$ cat src/rtl/dma_seq_pkg.sv
package dma_seq_pkg;

  localparam int CMD_BULK_BIT = 3;
  localparam int CMD_RSP_BIT  = 4;
  localparam int CMD_IRQ_BIT  = 7;
  localparam int DB_EN_BIT    = 7;
  localparam int CODE_W       = 16;

  typedef enum logic [1:0] {
    XT_NONE     = 2'd0,
    XT_TO_DEV   = 2'd1,
    XT_FROM_DEV = 2'd2,
    XT_ILLEGAL  = 2'd3
  } xfer_type_e;

  typedef enum logic [1:0] {
    DBW_32   = 2'd0,
    DBW_16   = 2'd1,
    DBW_8    = 2'd2,
    DBW_RSVD = 2'd3
  } db_width_e;

  typedef enum logic [2:0] {
    ST_IDLE = 3'd0,
    ST_PRE  = 3'd1,
    ST_XFER = 3'd2,
    ST_POST = 3'd3,
    ST_DB   = 3'd4,
    ST_RSP  = 3'd5
  } seq_state_e;

  typedef logic [CODE_W-1:0] cpl_code_t;

  localparam cpl_code_t CPL_OK        = 16'd0;
  localparam cpl_code_t CPL_BAD_TYPE  = 16'd1;
  localparam cpl_code_t CPL_MULTI_PRE = 16'd2;
  localparam cpl_code_t CPL_BAD_WIDTH = 16'd3;
  localparam cpl_code_t CPL_MISALIGN  = 16'd4;

endpackage

$ cat src/rtl/dma_desc_check.sv
module dma_desc_check
  import dma_seq_pkg::*;
#(
  parameter int NSEM  = 4,
  parameter int SEM_W = 32
) (
  input  logic [7:0]            cmd_i,
  input  logic [NSEM*SEM_W-1:0] sem_i,
  input  logic [7:0]            db_attr_i,
  input  logic [1:0]            db_addr_lo_i,
  output logic [NSEM-1:0]       pre_mask_o,
  output logic [NSEM-1:0]       post_mask_o,
  output cpl_code_t             code_o
);
  localparam int EN_BIT  = SEM_W - 1;
  localparam int PRE_BIT = SEM_W - 2;
  localparam int CNT_W   = $clog2(NSEM + 1);

  for (genvar g = 0; g < NSEM; g++) begin : g_mask
    assign pre_mask_o[g]  = sem_i[g*SEM_W+EN_BIT] &  sem_i[g*SEM_W+PRE_BIT];
    assign post_mask_o[g] = sem_i[g*SEM_W+EN_BIT] & ~sem_i[g*SEM_W+PRE_BIT];
  end

  logic [CNT_W-1:0] pre_cnt;
  always_comb begin
    pre_cnt = '0;
    for (int i = 0; i < NSEM; i++) pre_cnt = pre_cnt + CNT_W'(pre_mask_o[i]);
  end

  xfer_type_e xt;
  db_width_e  dw;
  logic       db_en;
  logic       misalign;

  assign xt       = xfer_type_e'(cmd_i[1:0]);
  assign dw       = db_width_e'(db_attr_i[1:0]);
  assign db_en    = db_attr_i[DB_EN_BIT];
  assign misalign = ((dw == DBW_32) && (db_addr_lo_i != 2'b00)) ||
                    ((dw == DBW_16) && db_addr_lo_i[0]);

  always_comb begin
    if (xt == XT_ILLEGAL)                code_o = CPL_BAD_TYPE;
    else if (pre_cnt > CNT_W'(1))        code_o = CPL_MULTI_PRE;
    else if (db_en && (dw == DBW_RSVD))  code_o = CPL_BAD_WIDTH;
    else if (db_en && misalign)          code_o = CPL_MISALIGN;
    else                                 code_o = CPL_OK;
  end

endmodule

$ cat src/rtl/dma_sem_pick.sv
module dma_sem_pick #(
  parameter int N     = 4,
  localparam int IDX_W = $clog2(N)
) (
  input  logic [N-1:0]     mask_i,
  output logic [IDX_W-1:0] idx_o
);
  always_comb begin
    idx_o = '0;
    for (int i = N - 1; i >= 0; i--) begin
      if (mask_i[i]) idx_o = IDX_W'(i);
    end
  end
endmodule

$ cat src/rtl/dma_db_format.sv
module dma_db_format
  import dma_seq_pkg::*;
#(
  parameter int DB_W = 32
) (
  input  logic [1:0]      size_i,
  input  logic [DB_W-1:0] data_i,
  output logic [DB_W-1:0] data_o
);
  db_width_e dw;
  assign dw = db_width_e'(size_i);

  for (genvar g = 0; g < DB_W; g++) begin : g_lane
    if (g < 8) begin : g_b0
      assign data_o[g] = data_i[g];
    end else if (g < 16) begin : g_b1
      assign data_o[g] = data_i[g] & (dw != DBW_8);
    end else begin : g_hi
      assign data_o[g] = data_i[g] & (dw == DBW_32);
    end
  end
endmodule

$ cat src/rtl/dma_req_seq.sv
module dma_req_seq
  import dma_seq_pkg::*;
#(
  parameter int ADDR_W = 64,
  parameter int LEN_W  = 32,
  parameter int ID_W   = 16,
  parameter int SEQ_W  = 8,
  parameter int NSEM   = 4,
  parameter int SEM_W  = 32,
  parameter int DB_W   = 32,
  localparam int IDX_W = $clog2(NSEM)
) (
  input  logic                  clk,
  input  logic                  rst_n,
  input  logic                  desc_valid_i,
  output logic                  desc_ready_o,
  input  logic [ID_W-1:0]       desc_req_id_i,
  input  logic [SEQ_W-1:0]      desc_seq_id_i,
  input  logic [7:0]            desc_cmd_i,
  input  logic [ADDR_W-1:0]     desc_src_i,
  input  logic [ADDR_W-1:0]     desc_dst_i,
  input  logic [LEN_W-1:0]      desc_len_i,
  input  logic [ADDR_W-1:0]     desc_db_addr_i,
  input  logic [7:0]            desc_db_attr_i,
  input  logic [DB_W-1:0]       desc_db_data_i,
  input  logic [NSEM*SEM_W-1:0] desc_sem_i,
  output logic                  xfer_valid_o,
  input  logic                  xfer_ready_i,
  output logic                  xfer_dir_o,
  output logic                  xfer_bulk_o,
  output logic [ADDR_W-1:0]     xfer_src_o,
  output logic [ADDR_W-1:0]     xfer_dst_o,
  output logic [LEN_W-1:0]      xfer_len_o,
  output logic                  sem_valid_o,
  input  logic                  sem_ready_i,
  output logic                  sem_pre_o,
  output logic [IDX_W-1:0]      sem_idx_o,
  output logic [SEM_W-1:0]      sem_cmd_o,
  output logic                  db_valid_o,
  input  logic                  db_ready_i,
  output logic [ADDR_W-1:0]     db_addr_o,
  output logic [1:0]            db_size_o,
  output logic [DB_W-1:0]       db_data_o,
  output logic                  rsp_valid_o,
  input  logic                  rsp_ready_i,
  output logic [ID_W-1:0]       rsp_req_id_o,
  output logic [SEQ_W-1:0]      rsp_seq_id_o,
  output logic [CODE_W-1:0]     rsp_code_o,
  output logic                  irq_o
);

  // ---------------- descriptor check on the incoming descriptor ----------
  logic [NSEM-1:0] chk_pre, chk_post;
  cpl_code_t       chk_code;

  dma_desc_check #(.NSEM(NSEM), .SEM_W(SEM_W)) u_check (
    .cmd_i        (desc_cmd_i),
    .sem_i        (desc_sem_i),
    .db_attr_i    (desc_db_attr_i),
    .db_addr_lo_i (desc_db_addr_i[1:0]),
    .pre_mask_o   (chk_pre),
    .post_mask_o  (chk_post),
    .code_o       (chk_code)
  );

  logic [IDX_W-1:0] pre_idx_in;
  dma_sem_pick #(.N(NSEM)) u_pick_pre (.mask_i(chk_pre), .idx_o(pre_idx_in));

  // ---------------- state ------------------------------------------------
  seq_state_e        state_q, state_d;
  logic [ID_W-1:0]   req_id_q;
  logic [SEQ_W-1:0]  seq_id_q;
  logic [1:0]        type_q;
  logic              bulk_q, want_rsp_q, force_irq_q, db_en_q;
  logic [ADDR_W-1:0] src_q, dst_q, db_addr_q;
  logic [LEN_W-1:0]  len_q;
  logic [1:0]        db_size_q;
  logic [DB_W-1:0]   db_data_q;
  logic [NSEM*SEM_W-1:0] sem_q;
  logic [NSEM-1:0]   post_q, post_d;
  logic [IDX_W-1:0]  pre_idx_q;
  cpl_code_t         err_q;
  logic              irq_q, irq_d;

  logic idle, accept;
  assign idle   = (state_q == ST_IDLE);
  assign accept = idle & desc_valid_i;

  logic unused_bits;
  assign unused_bits = ^{desc_cmd_i[6:5], desc_cmd_i[2], desc_db_attr_i[6:2]};

  // live view: incoming descriptor while idle, stored one otherwise
  logic [1:0]      live_type;
  logic            live_rsp, live_irq, live_db;
  logic [NSEM-1:0] live_post;
  assign live_type = idle ? desc_cmd_i[1:0]              : type_q;
  assign live_rsp  = idle ? desc_cmd_i[CMD_RSP_BIT]      : want_rsp_q;
  assign live_irq  = idle ? desc_cmd_i[CMD_IRQ_BIT]      : force_irq_q;
  assign live_db   = idle ? desc_db_attr_i[DB_EN_BIT]    : db_en_q;
  assign live_post = idle ? chk_post                     : post_q;

  logic [IDX_W-1:0] post_idx;
  logic [NSEM-1:0]  post_left;
  dma_sem_pick #(.N(NSEM)) u_pick_post (.mask_i(post_q), .idx_o(post_idx));
  assign post_left = post_q & ~(NSEM'(1) << post_idx);

  seq_state_e after_pre, after_xfer, after_post, after_db;
  assign after_db   = live_rsp ? ST_RSP : ST_IDLE;
  assign after_post = live_db ? ST_DB : after_db;
  assign after_xfer = (|live_post) ? ST_POST : after_post;
  assign after_pre  = (live_type[1] ^ live_type[0]) ? ST_XFER : after_xfer;

  always_comb begin
    state_d = state_q;
    case (state_q)
      ST_IDLE: if (desc_valid_i)
                 state_d = (chk_code != CPL_OK) ? ST_RSP :
                           (|chk_pre) ? ST_PRE : after_pre;
      ST_PRE:  if (sem_ready_i) state_d = after_pre;
      ST_XFER: if (xfer_ready_i) state_d = after_xfer;
      ST_POST: if (sem_ready_i && (post_left == '0)) state_d = after_post;
      ST_DB:   if (db_ready_i) state_d = after_db;
      ST_RSP:  if (rsp_ready_i) state_d = ST_IDLE;
      default: state_d = ST_IDLE;
    endcase
  end

  always_comb begin
    post_d = post_q;
    if (accept)                                   post_d = chk_post;
    else if ((state_q == ST_POST) && sem_ready_i) post_d = post_left;
  end

  assign irq_d = (state_d == ST_IDLE) && (!idle || desc_valid_i) && live_irq;

  always_ff @(posedge clk or negedge rst_n) begin
    if (!rst_n) begin
      state_q <= ST_IDLE;
      post_q  <= '0;
      irq_q   <= 1'b0;
    end else begin
      state_q <= state_d;
      post_q  <= post_d;
      irq_q   <= irq_d;
    end
  end

  always_ff @(posedge clk or negedge rst_n) begin
    if (!rst_n) begin
      req_id_q <= '0; seq_id_q <= '0; type_q <= '0; bulk_q <= 1'b0;
      want_rsp_q <= 1'b0; force_irq_q <= 1'b0; db_en_q <= 1'b0;
      src_q <= '0; dst_q <= '0; len_q <= '0; db_addr_q <= '0;
      db_size_q <= '0; db_data_q <= '0; sem_q <= '0; pre_idx_q <= '0;
      err_q <= CPL_OK;
    end else if (accept) begin
      req_id_q    <= desc_req_id_i;
      seq_id_q    <= desc_seq_id_i;
      type_q      <= desc_cmd_i[1:0];
      bulk_q      <= desc_cmd_i[CMD_BULK_BIT];
      want_rsp_q  <= desc_cmd_i[CMD_RSP_BIT];
      force_irq_q <= desc_cmd_i[CMD_IRQ_BIT];
      db_en_q     <= desc_db_attr_i[DB_EN_BIT];
      src_q       <= desc_src_i;
      dst_q       <= desc_dst_i;
      len_q       <= desc_len_i;
      db_addr_q   <= desc_db_addr_i;
      db_size_q   <= desc_db_attr_i[1:0];
      db_data_q   <= desc_db_data_i;
      sem_q       <= desc_sem_i;
      pre_idx_q   <= pre_idx_in;
      err_q       <= chk_code;
    end
  end

  // ---------------- outputs ---------------------------------------------
  logic [SEM_W-1:0] sem_arr [NSEM];
  for (genvar g = 0; g < NSEM; g++) begin : g_sem
    assign sem_arr[g] = sem_q[g*SEM_W +: SEM_W];
  end

  assign desc_ready_o = idle;
  assign xfer_valid_o = (state_q == ST_XFER);
  assign xfer_dir_o   = (xfer_type_e'(type_q) == XT_TO_DEV);
  assign xfer_bulk_o  = bulk_q;
  assign xfer_src_o   = src_q;
  assign xfer_dst_o   = dst_q;
  assign xfer_len_o   = len_q;
  assign sem_valid_o  = (state_q == ST_PRE) || (state_q == ST_POST);
  assign sem_pre_o    = (state_q == ST_PRE);
  assign sem_idx_o    = sem_pre_o ? pre_idx_q : post_idx;
  assign sem_cmd_o    = sem_arr[sem_idx_o];
  assign db_valid_o   = (state_q == ST_DB);
  assign db_addr_o    = db_addr_q;
  assign db_size_o    = db_size_q;
  assign rsp_valid_o  = (state_q == ST_RSP);
  assign rsp_req_id_o = req_id_q;
  assign rsp_seq_id_o = seq_id_q;
  assign rsp_code_o   = err_q;
  assign irq_o        = irq_q;

  dma_db_format #(.DB_W(DB_W)) u_db_fmt (
    .size_i (db_size_q),
    .data_i (db_data_q),
    .data_o (db_data_o)
  );

  // ---------------- assertions ------------------------------------------
  a_r2_one_valid: assert property (@(posedge clk) disable iff (!rst_n)
    $onehot0({xfer_valid_o, sem_valid_o, db_valid_o, rsp_valid_o}));

  a_r2_busy_not_ready: assert property (@(posedge clk) disable iff (!rst_n)
    desc_ready_o |-> !(xfer_valid_o || sem_valid_o || db_valid_o || rsp_valid_o));

  a_r12_xfer_hold: assert property (@(posedge clk) disable iff (!rst_n)
    (xfer_valid_o && !xfer_ready_i) |=>
      (xfer_valid_o && $stable(xfer_src_o) && $stable(xfer_dst_o) && $stable(xfer_len_o)));

  a_r12_sem_hold: assert property (@(posedge clk) disable iff (!rst_n)
    (sem_valid_o && !sem_ready_i) |=> (sem_valid_o && $stable(sem_cmd_o) && $stable(sem_idx_o)));

  a_r4_post_ascending: assert property (@(posedge clk) disable iff (!rst_n)
    (sem_valid_o && !sem_pre_o && sem_ready_i) |=>
      (!(sem_valid_o && !sem_pre_o) || (sem_idx_o > $past(sem_idx_o))));

  a_r7_db_aligned: assert property (@(posedge clk) disable iff (!rst_n)
    db_valid_o |-> ((db_size_o != 2'd3) &&
                    !((db_size_o == 2'd0) && (db_addr_o[1:0] != 2'b00)) &&
                    !((db_size_o == 2'd1) && db_addr_o[0])));

  a_r6_db_masked: assert property (@(posedge clk) disable iff (!rst_n)
    (db_valid_o && (db_size_o == 2'd2)) |-> (db_data_o[DB_W-1:8] == '0));

  a_r9_err_direct: assert property (@(posedge clk) disable iff (!rst_n)
    ($rose(rsp_valid_o) && (rsp_code_o != CPL_OK)) |-> $past(desc_ready_o && desc_valid_i));

endmodule

$ cat config.mk
export PLATFORM = sky130hd
export DESIGN_NAME = dma_req_seq
export DESIGN_NICKNAME = d
export VERILOG_FILES = /design/src/rtl/dma_seq_pkg.sv /design/src/rtl/dma_desc_check.sv /design/src/rtl/dma_sem_pick.sv /design/src/rtl/dma_db_format.sv /design/src/rtl/dma_req_seq.sv
export SDC_FILE = /design/constraint.sdc
export NUM_CORES = 1
export LEC_CHECK = 0
export ABC_CLOCK_PERIOD_IN_PS = 2500
export BUFFER_PORTS_ARGS = -buffer_cell sky130_fd_sc_hd__buf_2
export CAP_MARGIN = 15
export CORE_AREA = 2 2 297 299
export CTS_BUF_LIST = sky130_fd_sc_hd__clkbuf_2 sky130_fd_sc_hd__clkbuf_4 sky130_fd_sc_hd__clkbuf_8
export CTS_CLUSTER_SIZE = 14
export DETAILED_ROUTE_END_ITERATION = 8
export DIE_AREA = 0 0 299 301
export PLACE_DENSITY = 0.45
export REMOVE_ABC_BUFFERS = 1
export SLEW_MARGIN = 20
export SYNTH_ARGS = -nofsm -noshare
export SYNTH_HDL_FRONTEND = slang
export SYNTH_SLANG_ARGS = --single-unit
$ cat constraint.sdc
create_clock -name clk -period 2.5 [get_ports clk]
set_clock_uncertainty 0.15 [all_clocks]
set_input_delay 0.625 -clock clk [delete_from_list [all_inputs] [get_ports clk]]
set_output_delay 0.625 -clock clk [all_outputs]
set_load 0.005 [all_outputs]
# [Yosys cells after proc, flatten, opt, wreduce, memory -nomap -nowiden]
# Index checks and enable logic that the tools add are counted.
[totals] regBits=442
[op_classes] n_addsub=3 n_lt_le_gt_ge=2 eq_ne=10 shift=1 n_mux=36 bitwise=41 reduce_logical=22
[op_table] op="binary-select mux 32 bit (select 2 bit)" n=1
[op_table] op="two-way mux 32 bit" n=2
[op_table] op="two-way mux 16 bit" n=3
[op_table] op="two-way mux 3 bit" n=13
[op_table] op="bitwise AND 1 bit" n=33
[op_table] op="two-way mux 2 bit" n=10
[op_table] op="one-hot mux 3 bit (6 select lines)" n=1
[op_table] op="nonzero test 16 bit" n=1
[op_table] op="two-way mux 4 bit" n=3
[op_table] op="logical AND 1 bit" n=8
[op_table] op="OR reduction 4 bit" n=2
[op_table] op="adder 3 x 1 -> 3 bit" n=2
[op_table] op="equality test 3 x 2 -> 1 bit (second input constant)" n=2
[op_table] op="equality test 3 bit (second input constant)" n=2
[op_table] op="logical NOT 3 bit" n=2
[op_table] op="bitwise AND 4 bit" n=1
[op_table] op="equality test 2 x 1 -> 1 bit (second input constant)" n=2
[op_table] op="equality test 2 bit (second input constant)" n=2
[op_table] op="logical NOT 2 bit" n=2
[op_table] op="logical NOT 4 bit" n=1
[op_table] op="inverter 1 bit" n=4
[op_table] op="inverter 4 bit" n=1
[op_table] op="nonzero test 2 bit" n=2
[op_table] op="left shift 1 x 2 -> 4 bit (first input constant)" n=1
[op_table] op="other kinds (10)" n=14

# [Depth between registers and ports, before layout]
# Gate-level depths: netlist (run 1).
[depth] depth_word=15 mapped_depth=10

# [Cells and area by module]
# From an unflattened synthesis (run 1), not the netlist that was laid out.
[unflattened] cells_unflattened=2237 hier_area_um2=18522.8
[modules_own_cells] mod="dma_req_seq" n_inst=1 cells_per_inst=2155 area_per_inst_um2=17993.5
[modules_own_cells] mod="dma_desc_check" n_inst=1 cells_per_inst=37 area_per_inst_um2=239.0
[modules_own_cells] mod="dma_db_format" n_inst=1 cells_per_inst=35 area_per_inst_um2=235.2
[modules_own_cells] mod="dma_sem_pick" n_inst=2 cells_per_inst=5 area_per_inst_um2=27.5

# [Worst setup path before layout (run 1)]
# Ideal clock, no wire load.
[synth_timing] path_kind="input -> register" startpoint="input desc_sem_i[30]" endpoint="register irq_q, in the netlist irq_o" setup_ns=0.107 t_arrival_ns=2.691 setup_slack_ns=-0.448 path_stages=9 n_path_buf=0 cell_sequence="and2_1 ha_1 ha_1 a311oi_2 nand2_1 o21ai_0 nand2_1 or3_4 a2111oi_4"
[synth_via] elab_chain_cells=14 elab_cells_between_ends=24
[synth_rtl] element="start: declaration" line="dma_req_seq.sv:26" text="input logic [NSEM*SEM_W-1:0] desc_sem_i,"
[synth_rtl] element="bitwise AND 1 bit" line="dma_desc_check.sv:20" text="assign pre_mask_o[g] = sem_i[g*SEM_W+EN_BIT] & sem_i[g*SEM_W+PRE_BIT];"
[synth_rtl] element="adder 1 x 1 -> 2 bit" line="dma_desc_check.sv:27" text="for (int i = 0; i < NSEM; i++) pre_cnt = pre_cnt + CNT_W'(pre_mask_o[i]);"
[synth_rtl] element="adder 3 x 1 -> 3 bit (2 in a row)" line="dma_desc_check.sv:27"
[synth_rtl] element="> comparator 3 x 1 -> 1 bit" line="dma_desc_check.sv:43" text="else if (pre_cnt > CNT_W'(1)) code_o = CPL_MULTI_PRE;"
[synth_rtl] element="two-way mux 16 bit" line="dma_desc_check.sv:43"
[synth_rtl] element="two-way mux 16 bit" line="dma_desc_check.sv:42" text="if (xt == XT_ILLEGAL) code_o = CPL_BAD_TYPE;"
[synth_rtl] element="nonzero test 16 bit" line="dma_req_seq.sv:117" text="state_d = (chk_code != CPL_OK) ? ST_RSP :"
[synth_rtl] element="two-way mux 3 bit" line="dma_req_seq.sv:117"
[synth_rtl] element="two-way mux 3 bit" line="dma_req_seq.sv:116" text="ST_IDLE: if (desc_valid_i)"
[synth_rtl] element="one-hot mux 3 bit (6 select lines) (*)" line="dma_req_seq.sv:115" text="case (state_q)"
[synth_rtl] element="via state_d[2]" line="dma_req_seq.sv:70" text="seq_state_e state_q, state_d;"
[synth_rtl] element="logical NOT 3 bit (*)" line="dma_req_seq.sv:134" text="assign irq_d = (state_d == ST_IDLE) && (!idle || desc_valid_i) && live_irq;"
[synth_rtl] element="logical AND 1 bit (*) (2 in a row)" line="dma_req_seq.sv:134"
[synth_rtl] element="via irq_d" line="dma_req_seq.sv:83" text="logic irq_q, irq_d;"
[synth_rtl] element="end signal: assignment" line="dma_req_seq.sv:144" text="irq_q <= irq_d;"
[synth_rtl] element="end: declaration" line="dma_req_seq.sv:83"
# The timed path passes the listed nets; every way through them passes the cells marked *.
# A chain may end at the register's enable or synchronous reset.

# [Final worst setup path (run 1)]
[layout_timing] startpoint="register state_q[2]" endpoint="output sem_cmd_o[22]"
[layout_via] elab_chain_cells=6
[layout_rtl] element="start: declaration" line="dma_req_seq.sv:70"
[layout_rtl] element="start signal: assignment" line="dma_req_seq.sv:142" text="state_q <= state_d;"
[layout_rtl] element="equality test 3 x 1 -> 1 bit" line="dma_req_seq.sv:189" text="assign sem_pre_o = (state_q == ST_PRE);"
[layout_rtl] element="two-way mux 2 bit" line="dma_req_seq.sv:190" text="assign sem_idx_o = sem_pre_o ? pre_idx_q : post_idx;"
[layout_rtl] element="inverter 2 -> 3 bit (not written as such)" line="dma_req_seq.sv:191" text="assign sem_cmd_o = sem_arr[sem_idx_o];"
[layout_rtl] element="binary-select mux 32 bit (select 2 bit)" line="dma_req_seq.sv:191"
[layout_rtl] element="two-way mux 32 bit (not written as such) (2 in a row)" line="dma_req_seq.sv:191"
[layout_rtl] element="end: declaration" line="dma_req_seq.sv:38" text="output logic [SEM_W-1:0] sem_cmd_o,"
# No other way between the ends. The select of a mux whose other input is x is not followed.

==> qor.yml, run 1 <==
finalHoldViolations: 0
slew_violations: 0
clock-sinks: 429
syn_inst: 2047
violations: "setup timing"
end_kind: "output pin"
post_drt_wl_per_cell_um: 15.1
seqPwrFrac_pct: 34.2
status: "finished, violations left"
power_mw: 35.1
syn_area_sq_um: 18000
worst_slack_ns: -0.753
dr.first_iter.drc_count: 884
timing.rr.end: "db_data_q[4]$_DFFE_PN0P_"
reg2reg_slack_ns: 0.20
start_util_pct: 20.8
io_pins: 772
cts_buffers: 82
fmax_ghz: 0.307
met1_length_mm: 28.3
wl_met2_mm: 33.7
postPlaceCellArea_sq_um: 23800
core-area_sq_um: 86500
dr.pass1.iters: 5
synth_top_area_share_pct: 59.7
clk_pin_slew_ns: 0.06
cts_max_level: 3
yosys_register_bits: 429
area_growth_pct: 67.2
p_switching_mw: 13.1
period_needed_ns: 3.25
dr_total_vias: 17834
min_period_over_period_pct: 130
synth-main-ff-cell: "dfrtp_1"
cap_violations: 0
gp_congestion: 0.819
insertion_delay_ns: 0.64
grt_pass1_vias: 19140
vdd_drop_max_uv: 575
reg2regPathDepth: 9
nets: 3724
power_frac_clock_pct: 21.3
dr_wl_met3_mm: 4.32
dpl.hpwl_mm: 48.6
ys_seq_area_share_pct: 59.7
stdcell_area_sq_um: 30000
gr-usage-all-layers_pct: 14.8
rsz0062_at_grt: "true"
ys_types: 47
grt_pass1_wl_mm: 106
die_y_um: 301
critPathLaunchType: "flip-flop"
synth_top_area_cell: "dfrtp_1"
cts_tree: "yes"
grt_max_degree: 68
worstReg2RegStart: "state_q[2]$_DFF_PN0_"
swShare_pct: 37.3
drive_gt1_share_pct: 32.1
final_cells: 4508
async_flop_share_pct: 100
dr.max_layer_used: "met5"
post_drt_via_cell_ratio: 3.96
die_x_um: 299
portBuffers: 750
wl_mm: 68.0
p_int_mw: 22.0
path_max_fanout: 10
antenna_found_initial: 6
dp_slack_ns: -0.836
clk_path_buf_depth: 3
dieArea_sq_um: 90000
endpoint: "sem_cmd_o[22]"
cp-startpoint: "state_q[2]$_DFF_PN0_"
placementRows: 108
synth_edf_count: 0
place_inst: 3946
power_density_nw_per_um2: 1170
drc: 0
yosysWarnings: 0
syn_area_per_cell_sq_um: 8.78
worst-endpoint-required_ns: 1.73
layout.cells.most_common: "nand2_1"
p_comb_share_pct: 44.5
final_cell_mix: "1261 x nand2_1, 731 x buf_2, 428 x dfrtp_1"
min_path_type: "in2reg"
worstSetupPathType: "reg2out"
synthTopCellsByArea: "dfrtp_1 60%, nand2_1 26%, mux2i_1 5.4%"
drtAntennaViolNets: 0
clockRootBuffer: "clkbuf_8"
overflow: 0
arrival_ns: 2.48
setup_viol: 34
hold_ws_ns: 0.103
p_leak_nw: 16.6
[state kept, by name, summed over array words and instances (netlist names), 2 cells and up]
name and count:
db_addr_o 64, db_data_q 32, db_size_o 2, post_q 4, pre_idx_q 2, rsp_code_o 3, rsp_req_id_o 16, rsp_seq_id_o 8
sem_q 128, state_q 3, type_q 2, xfer_dst_o 64, xfer_len_o 32, xfer_src_o 64
[final cells by class]
| class | instances | area (sq um) |
|---|---|---|
| diodes | 3 | 7.51 |
| clock buffers | 125 | 1560 |
| clock inverters | 19 | 216 |
| fillers | 9060 | 56400 |
| inverters | 7 | 26.3 |
| multi-input cells | 1492 | 6780 |
| flip-flops and latches | 429 | 10700 |
| well taps | 1155 | 1450 |
| repair buffers | 1278 | 9280 |
[cells in the mapped netlist, types with 2 or more instances]
master / n
a211oi_1: 2
a21oi_1: 4
a31oi_1: 2
and2_1: 27
buf_2: 50
buf_4: 24
buf_6: 6
clkbuf_1: 51
dfrtp_1: 429
ha_1: 3
inv_1: 6
mux2i_1: 97
nand2_1: 1263
nand2b_1: 10
nand3_1: 7
nand4_1: 2
nor2_1: 15
nor2b_1: 3
nor3_1: 7
nor3_4: 2
o211ai_1: 3
o21ai_0: 7
o31ai_1: 2
or3_1: 2
[timing repair]
item                       4_1_cts  5_1_grt
cloned                           3        0
hold buffers                   401        0
buffers inserted                 6        7
setup endpoints to repair       63       53
gates resized for setup         26       58
hold endpoints to repair       422        0
pin swaps                       12       26
[logic make-up (layout without fill, tap and decap cells)]
kind of cell,after synthesis,count (layout),share of synthesized area [%]
AOI/OAI and AO/OA,33,33,1.46
xor gates and xnor gates,2,2,0.0975
adders and majority gates,4,4,0.265
buffers and inverters,138,1429,3.98
DFF,429,429,59.7
muxes,97,97,5.40
other,1,16,0.0209
and+or+nand+nor,1343,1343,29.0
[worst max-delay path: stages, from the launching register on]
cell and delay [ns]:
dfrtp_1 0.41, nor3_4 0.27, nor3_2 0.09, a21oi_4 0.24, buf_12 0.20, buf_12 0.16, mux2i_1 0.22, mux2i_1 0.11
buf_2 0.14
[worst min-delay path by stage]
stage / endpoint / depth (start not counted) / start / slack [ns]
final: xfer_src_o[40]$_DFFE_PN0P_ / 3 / desc_src_i[40] / 0.10
after global routing: db_addr_o[36]$_DFFE_PN0P_ / 3 / desc_db_addr_i[36] / 0.04
after CTS: xfer_src_o[40]$_DFFE_PN0P_ / 3 / desc_src_i[40] / 0.0008
after detailed placement: db_data_q[30]$_DFFE_PN0P_ / 2 / db_data_q[30]$_DFFE_PN0P_ / 0.30
after global placement: db_data_q[9]$_DFFE_PN0P_ / 2 / db_data_q[9]$_DFFE_PN0P_ / 0.30
after floorplan: db_addr_o[0]$_DFFE_PN0P_ / 0 / rst_n / 0.18
[stage by stage]
stage                     TNS (ns)  util, %
after floorplan           -2589.82        -
after global placement       -5.00     27.5
after detailed placement     -5.55     27.5
after CTS                   -27.73     34.4
after global routing        -29.77     34.7
final                       -23.13     34.7
[power by group through the flow]
stage	sequential, mW	combinational (mW)	clock [mW]
4_1_cts	12.0	15.4	7.79
3_3_place_gp	12.0	14.2	0
6_report	12.0	15.6	7.48
5_1_grt	12.4	17.4	8.15
2_1_floorplan	12.0	5.88	0
3_5_place_dp	12.0	14.3	0
[per-layer routing]
metal  global-route usage [%]  vias up
li1                         -     8785
met1                     18.0     8364
met2                     25.3      560
met3                     4.02      121
met4                     4.74        4
met5                        0        -
No activity file was read; power rests on OpenSTA's default activity.
==> run 2: changes to the inputs <==
--- a/config.mk
+++ b/config.mk
@@ -6,13 +6,13 @@
 export NUM_CORES = 1
 export LEC_CHECK = 0
 export ABC_CLOCK_PERIOD_IN_PS = 2500
-export BUFFER_PORTS_ARGS = -buffer_cell sky130_fd_sc_hd__buf_2
+export BUFFER_PORTS_ARGS = -buffer_cell sky130_fd_sc_hd__buf_4
 export CAP_MARGIN = 15
-export CORE_AREA = 2 2 297 299
+export CORE_AREA = 2 2 296 298
 export CTS_BUF_LIST = sky130_fd_sc_hd__clkbuf_2 sky130_fd_sc_hd__clkbuf_4 sky130_fd_sc_hd__clkbuf_8
 export CTS_CLUSTER_SIZE = 14
 export DETAILED_ROUTE_END_ITERATION = 8
-export DIE_AREA = 0 0 299 301
+export DIE_AREA = 0 0 298 300
 export PLACE_DENSITY = 0.45
 export REMOVE_ABC_BUFFERS = 1
 export SLEW_MARGIN = 20
==> qor.yml, run 2 (synthesized netlist as in run 1, its figures left out) <==
status: "finished, violations left"  # unchanged
violations: "setup timing"  # unchanged
insertion_delay_ns: 0.66  # was 0.64 ns
power_frac_clock_pct: 20.0  # was 21.3%
clk_pin_slew_ns: 0.05  # was 0.06 ns
power_density_nw_per_um2: 1160  # was 1170 nW/um^2
dp_slack_ns: -0.835  # was -0.836 ns
path_max_fanout: 8  # was 10
post_drt_wl_per_cell_um: 15.6  # was 15.1 um
gp_congestion: 0.800  # was 0.819
portBuffers: 750  # unchanged
drc: 0  # unchanged
finalHoldViolations: 0  # unchanged
largest_reg_flops: 128  # unchanged
multiInputGateArea_sq_um: 6730  # was 6780 sq um
tightest_slew_ns: 0.541
p_switching_mw: 13.3  # was 13.1 mW
dr_total_vias: 17623  # was 17.8k
placementRows: 108  # unchanged
final_cell_mix: "1261 x nand2_1, 827 x buf_4, 428 x dfrtp_1"  # was 1261 x nand2_1, 731 x buf_2, 428 x dfrtp_1
top_register: "sem_q"  # unchanged
core-area_sq_um: 86200  # was 86500 sq um
wl_mm: 70.2  # was 68.0 mm
p_comb_share_pct: 47.0  # was 44.5%
seqPwrFrac_pct: 33.0  # was 34.2%
dr.pass1.iters: 5  # unchanged
worst-endpoint-required_ns: 1.73  # about the same
grt_pass1_wl_mm: 109  # was 106 mm
nets: 3713  # was 3724
gr-usage-all-layers_pct: 15.4  # was 14.8%
drtAntennaViolNets: 0  # unchanged
cts_tree: "yes"  # unchanged
dr.first_iter.drc_count: 687  # was 884
slew_headroom_pct: 64.0
setup_viol: 34  # unchanged
io_pins: 772  # unchanged
critPathLaunchType: "flip-flop"  # unchanged
worst_slack_ns: -0.749  # was -0.753 ns
hold_ws_ns: 0.0633  # was 0.103 ns
end_kind: "output pin"  # unchanged
min_path_type: "in2reg"  # unchanged
arrival_ns: 2.47  # was 2.48 ns
area_growth_pct: 75.6  # was 67.2%
die_x_um: 298  # was 299 um
reg2regPathDepth: 8  # was 9
overflow: 0  # unchanged
swShare_pct: 36.4  # was 37.3%
p_leak_nw: 17.1  # was 16.6 nW
grt_pass1_vias: 18923  # was 19.1k
worstSetupPathType: "reg2out"  # unchanged
ff_latch_area_sq_um: 10700  # unchanged
clk_path_buf_depth: 3  # unchanged
cts_max_level: 3  # unchanged
slew_violations: 0  # unchanged
p_int_mw: 23.3  # was 22.0 mW
rsz0062_at_grt: "true"  # unchanged
start_util_pct: 20.8  # about the same
fmax_ghz: 0.308  # was 0.307 GHz
cts_buffers: 83  # was 82
grt_max_degree: 80  # was 68
drive_gt1_share_pct: 31.9  # was 32.1%
min_period_over_period_pct: 130  # about the same
layout.cells.most_common: "nand2_1"  # unchanged
post_drt_via_cell_ratio: 3.92  # was 3.96
dpl.hpwl_mm: 50.9  # was 48.6 mm
clockRootBuffer: "clkbuf_8"  # unchanged
clock-sinks: 429  # unchanged
cap_violations: 0  # unchanged
antenna_found_initial: 2  # was 6
vdd_drop_max_uv: 561  # was 575 uV
period_needed_ns: 3.25  # about the same
die_y_um: 300  # was 301 um
dieArea_sq_um: 89400  # was 90000 sq um
nFillCells: 8913  # was 9060
hold_depth: 3  # unchanged
-- run 2: cell types whose count changed in the layout (fill, tap and decap cells not counted), sizes merged --
cell,previous run,this run
buf,877,878
bufinv,3,2
clkbuf,125,127
clkinv,13,8
clkinvlp,1,0
diode,3,1
dlygate4sd3,401,388
inv,9,10
-- run 2: worst paths after layout --
| kind | start | to | slack (ns) |
|---|---|---|---|
| setup / recovery | state_q[0]$_DFF_PN0_ | sem_cmd_o[17] | -0.75 |
| hold / removal | desc_len_i[16] | xfer_len_o[16]$_DFFE_PN0P_ | 0.06 |
| setup reg to reg | state_q[2]$_DFF_PN0_ | db_addr_o[13]$_DFFE_PN0P_ | 0.34 |
| hold reg to reg | db_data_q[10]$_DFFE_PN0P_ | db_data_q[10]$_DFFE_PN0P_ | 0.31 |
| max in group asynchronous | rst_n | xfer_src_o[19]$_DFFE_PN0P_ | 1.04 |
| min in group asynchronous | rst_n | sem_q[61]$_DFFE_PN0P_ | 0.36 |
-- run 2: cell type report --
type                            count  share of cell area [%]
Clock buffer                      127                    4.88
Antenna cell                        1                 0.00793
Multi-Input combinational cell   1492                    21.3
Sequential cell                   429                    34.0
Timing Repair Buffer             1266                    34.6
Tap cell                         1155                    4.58
Inverter                            7                  0.0833
Clock inverter                     13                   0.496
-- run 2: critical path, stage by stage (launching register included) --
cell	delay, ns
dfrtp_1	0.36
inv_2	0.06
nor3_4	0.24
buf_6	0.18
a21oi_4	0.08
buf_12	0.14
buf_16	0.14
buf_6	0.12
mux2i_1	0.10
mux2i_1	0.23
buf_4	0.16
-- run 2: what timing repair did --
action / in CTS / in global routing
pin swaps: 5 / 17
gates resized for setup: 29 / 42
setup buffers: 6 / 3
hold buffers: 388 / 0
cloned: 2 / 0
setup endpoints to repair: 63 / 54
endpoints found under the hold margin: 418 / 0
-- run 2: power groups by stage --
stage	Clock (mW)	Sequential, mW	Combinational [mW]
global placement	0	12.1	16.0
finish	7.32	12.1	17.2
global route	7.94	12.5	19.0
CTS	7.64	12.1	17.2
detailed placement	0	12.1	16.2
floorplan	0	12.0	5.88
-- run 2: through the flow --
| step | TNS, ns | cell area (sq um) | total power, mW | cells | util [%] |
|---|---|---|---|---|---|
| 2_1_floorplan | -2589.82 | 17300 | 17.9 | 1928 | - |
| 3_3_place_gp | -5.69 | 25600 | 28.2 | 3951 | 29.7 |
| 3_5_place_dp | -6.05 | 25600 | 28.3 | 3951 | 29.7 |
| 4_1_cts | -27.19 | 31400 | 36.9 | 4486 | 36.4 |
| 5_1_grt | -29.56 | 31600 | 39.4 | 4490 | 36.6 |
| 6_report | -23.13 | 31600 | 36.6 | 4490 | 36.6 |
-- run 2: per-layer routing --
| layer | vias up | wire, um | track usage, % |
|---|---|---|---|
| met3 | 109 | 4360 | 3.94 |
| met4 | 2 | 1800 | 5.01 |
| met2 | 513 | 34900 | 26.4 |
| li1 | 8749 | - | - |
| met5 | - | 13 | 0 |
| met1 | 8250 | 29200 | 18.8 |
==> run 3: changes to the inputs <==
--- a/config.mk
+++ b/config.mk
@@ -5,6 +5,7 @@
 export SDC_FILE = /design/constraint.sdc
 export NUM_CORES = 1
 export LEC_CHECK = 0
+export ABC_AREA = 1
 export ABC_CLOCK_PERIOD_IN_PS = 2500
 export BUFFER_PORTS_ARGS = -buffer_cell sky130_fd_sc_hd__buf_4
 export CAP_MARGIN = 15
@@ -15,6 +16,7 @@
 export DIE_AREA = 0 0 298 300
 export PLACE_DENSITY = 0.45
 export REMOVE_ABC_BUFFERS = 1
+export SKIP_LAST_GASP = 1
 export SLEW_MARGIN = 20
 export SYNTH_ARGS = -nofsm -noshare
 export SYNTH_HDL_FRONTEND = slang
==> qor.yml, run 3 <==
critPathLaunchType: "flip-flop"  # unchanged
utilization_pct: 37.1  # was 36.6%
insertion_delay_ns: 0.67  # was 0.66 ns
nets: 3824  # was 3713
stdcell_area_sq_um: 32000  # was 31600 sq um
area_growth_pct: 78.4  # was 75.6%
dieArea_sq_um: 89400  # unchanged
finalHoldViolations: 0  # unchanged
fmax_ghz: 0.327  # was 0.308 GHz
post_drt_wl_per_cell_um: 16.7  # was 15.6 um
synth_common_cells: "1253 x nand2_1, 429 x dfrtp_1, 108 x nor2_1, 95 x buf_2, 80 x o21ai_0"  # was 1263 x nand2_1, 429 x dfrtp_1, 97 x mux2i_1, 51 x clkbuf_1, 50 x buf_2
grt_pass1_wl_mm: 116  # was 109 mm
ys_seq_area_share_pct: 59.8  # was 59.7%
ys_types: 28  # was 47
clk_pin_slew_ns: 0.06  # was 0.05 ns
status: "finished, violations left"  # unchanged
drive_gt1_share_pct: 31.0  # was 31.9%
gp_congestion: 0.807  # was 0.800
cts_max_level: 3  # unchanged
syn_area_per_cell_sq_um: 8.24  # was 8.78 sq um
violations: "setup timing"  # unchanged
clock-sinks: 429  # unchanged
placementRows: 108  # unchanged
start_util_pct: 20.8  # about the same
wl_mm: 77.0  # was 70.2 mm
syn_area_sq_um: 17900  # was 18000 sq um
grt_pass1_vias: 19634  # was 18.9k
io_pins: 772  # unchanged
largest_reg_flops: 128  # unchanged
post_drt_via_cell_ratio: 4.03  # was 3.92
end_kind: "output pin"  # unchanged
p_leak_nw: 16.8  # was 17.1 nW
dpl.hpwl_mm: 52.7  # was 50.9 mm
die_y_um: 300  # unchanged
grt_max_degree: 121  # was 80
clockRootBuffer: "clkbuf_8"  # unchanged
synth.most_common_cell: "nand2_1"  # unchanged
drc: 0  # unchanged
path_max_fanout: 6  # was 8
vdd_drop_max_uv: 567  # was 561 uV
cts_buffers: 85  # was 83
synth_top_area_share_pct: 59.8  # was 59.7%
place_inst: 4031  # was 3951
dr_total_vias: 18626  # was 17.6k
synth_edf_count: 0  # unchanged
async_flop_share_pct: 100  # unchanged
tightest_slew_ns: 0.641  # was 0.541 ns
period_needed_ns: 3.05  # was 3.25 ns
slew_violations: 0  # unchanged
overflow: 0  # unchanged
cts_tree: "yes"  # unchanged
slew_headroom_pct: 57.2  # was 64.0%
final_cell_mix: "1249 x nand2_1, 777 x buf_4, 429 x dfrtp_1"  # was 1261 x nand2_1, 827 x buf_4, 428 x dfrtp_1
rsz0062_at_grt: "true"  # unchanged
yosys_register_bits: 429  # unchanged
antenna_found_initial: 7  # was 2
drtAntennaViolNets: 0  # unchanged
gr-usage-all-layers_pct: 16.6  # was 15.4%
final_cells: 4617  # was 4490
core-area_sq_um: 86200  # unchanged
postPlaceCellArea_sq_um: 25200  # was 25600 sq um
synthTopCellsByArea: "dfrtp_1 60%, nand2_1 26%, buf_2 2.7%"  # was dfrtp_1 60%, nand2_1 26%, mux2i_1 5.4%
worst_slack_ns: -0.555  # was -0.749 ns
min_path_type: "in2reg"  # unchanged
yosysWarnings: 0  # unchanged
min_period_over_period_pct: 122  # was 130%
synth-main-ff-cell: "dfrtp_1"  # unchanged
worstSetupPathType: "reg2out"  # unchanged
layout.cells.most_common: "nand2_1"  # unchanged
synth_top_area_cell: "dfrtp_1"  # unchanged
portBuffers: 750  # unchanged
nFillCells: 8991  # was 8913
top_register: "sem_q"  # unchanged
dr.first_iter.drc_count: 828  # was 687
die_x_um: 298  # unchanged
arrival_ns: 2.28  # was 2.47 ns
syn_inst: 2176  # was 2047
worst-endpoint-required_ns: 1.73  # about the same
power_density_nw_per_um2: 1230  # was 1160 nW/um^2
cap_violations: 0  # unchanged
clk_path_buf_depth: 3  # unchanged
reg2reg_slack_ns: 0.08  # was 0.34 ns
setup_viol: 39  # was 34
dr.pass1.iters: 5  # unchanged
==> run 3: cell count changes in the layout (fill, tap and decap cells not counted), moves of 15 or more <==
| cell | delta |
|---|---|
| o21ai_1 | +36 |
| nor2_1 | +65 |
| o22ai_1 | +32 |
| buf_4 | -50 |
| and2_1 | -15 |
| nor2_4 | +27 |
| o21ai_0 | +56 |
| mux2i_1 | -92 |
| inv_1 | +54 |
==> run 3: final timing paths <==
path / cells after the start / startpoint / to
min in group asynchronous: 2 / rst_n / sem_q[60]$_DFFE_PN0P_
hold / removal: 3 / desc_sem_i[49] / sem_q[49]$_DFFE_PN0P_
setup / recovery: 11 / state_q[0]$_DFF_PN0_ / sem_cmd_o[23]
hold reg to reg: 2 / sem_q[38]$_DFFE_PN0P_ / sem_q[38]$_DFFE_PN0P_
setup reg to reg: 10 / state_q[2]$_DFF_PN0_ / xfer_len_o[13]$_DFFE_PN0P_
max in group asynchronous: 3 / rst_n / xfer_dst_o[59]$_DFFE_PN0P_
==> run 3: cells by family (layout without fill, tap and decap cells) <==
family	after synthesis	count (layout)	share of synthesized area, %
compound gates	155	155	4.66
fa+ha+maj	3	3	0.209
buf+inv	204	1472	5.89
flops	429	429	59.8
other cells	1	19	0.0209
simple gates	1384	1384	29.4
==> run 3: area by class of cell <==
cell class	count	area [sq um]	area share [%]
antenna	6	15.0	0.0469
clock buffer	137	1670	5.23
clock inverter	16	210	0.657
inverter	69	289	0.903
multi-input combinational	1555	6510	20.3
sequential	429	10700	33.5
tap	1155	1450	4.51
timing repair buffer	1250	11100	34.8
==> run 3: routing by layer <==
layer  vias to the layer above  GRT usage [%]  wire length [um]
li1                       9089              -                 -
met1                      8712           19.7             30400
met2                       652           28.1             37500
met3                       169           4.90              5760
met4                         4           7.01              3360
met5                         -              0                26
==> run 3: through the flow <==
| step | power [mW] | TNS [ns] | hold slack (ns) | setup slack (ns) |
|---|---|---|---|---|
| floorplan | 19.0 | -2281.21 | 0.179 | -6.14 |
| global placement | 28.4 | -0.184 | 0.301 | -0.0966 |
| detailed placement | 28.5 | -0.308 | 0.305 | -0.0762 |
| CTS | 39.2 | -21.34 | 0.00397 | -0.642 |
| global route | 42.5 | -27.75 | 0.0122 | -0.735 |
| finish | 39.5 | -17.35 | 0.0715 | -0.555 |
==> run 3: critical path, cell delays in order, from the launching register on <==
cell and delay (ns):
dfrtp_1 0.36, inv_2 0.06, nor2_4 0.14, nand2_4 0.10
clkinv_4 0.07, nand2_4 0.05, nand2_8 0.11, buf_12 0.15
clkbuf_16 0.19, o21ai_1 0.06, o22ai_1 0.17, buf_4 0.14
==> run 3: what timing repair did <==
item | in CTS | in global routing
setup endpoints to repair | 59 | 62
endpoints found under the hold margin | 431 | 0
buffers inserted | 15 | 5
cloned | 5 | 5
hold buffers | 400 | 0
resized for setup | 119 | 41
pin swaps | 9 | 9
==> run 3: power by group <==
part           internal, mW  switching [mW]  total [mW]
registers              10.3            1.90        12.1
clock network          4.57            3.38        7.95
logic                  9.34            10.1        19.4
total                  24.2            15.4        39.5
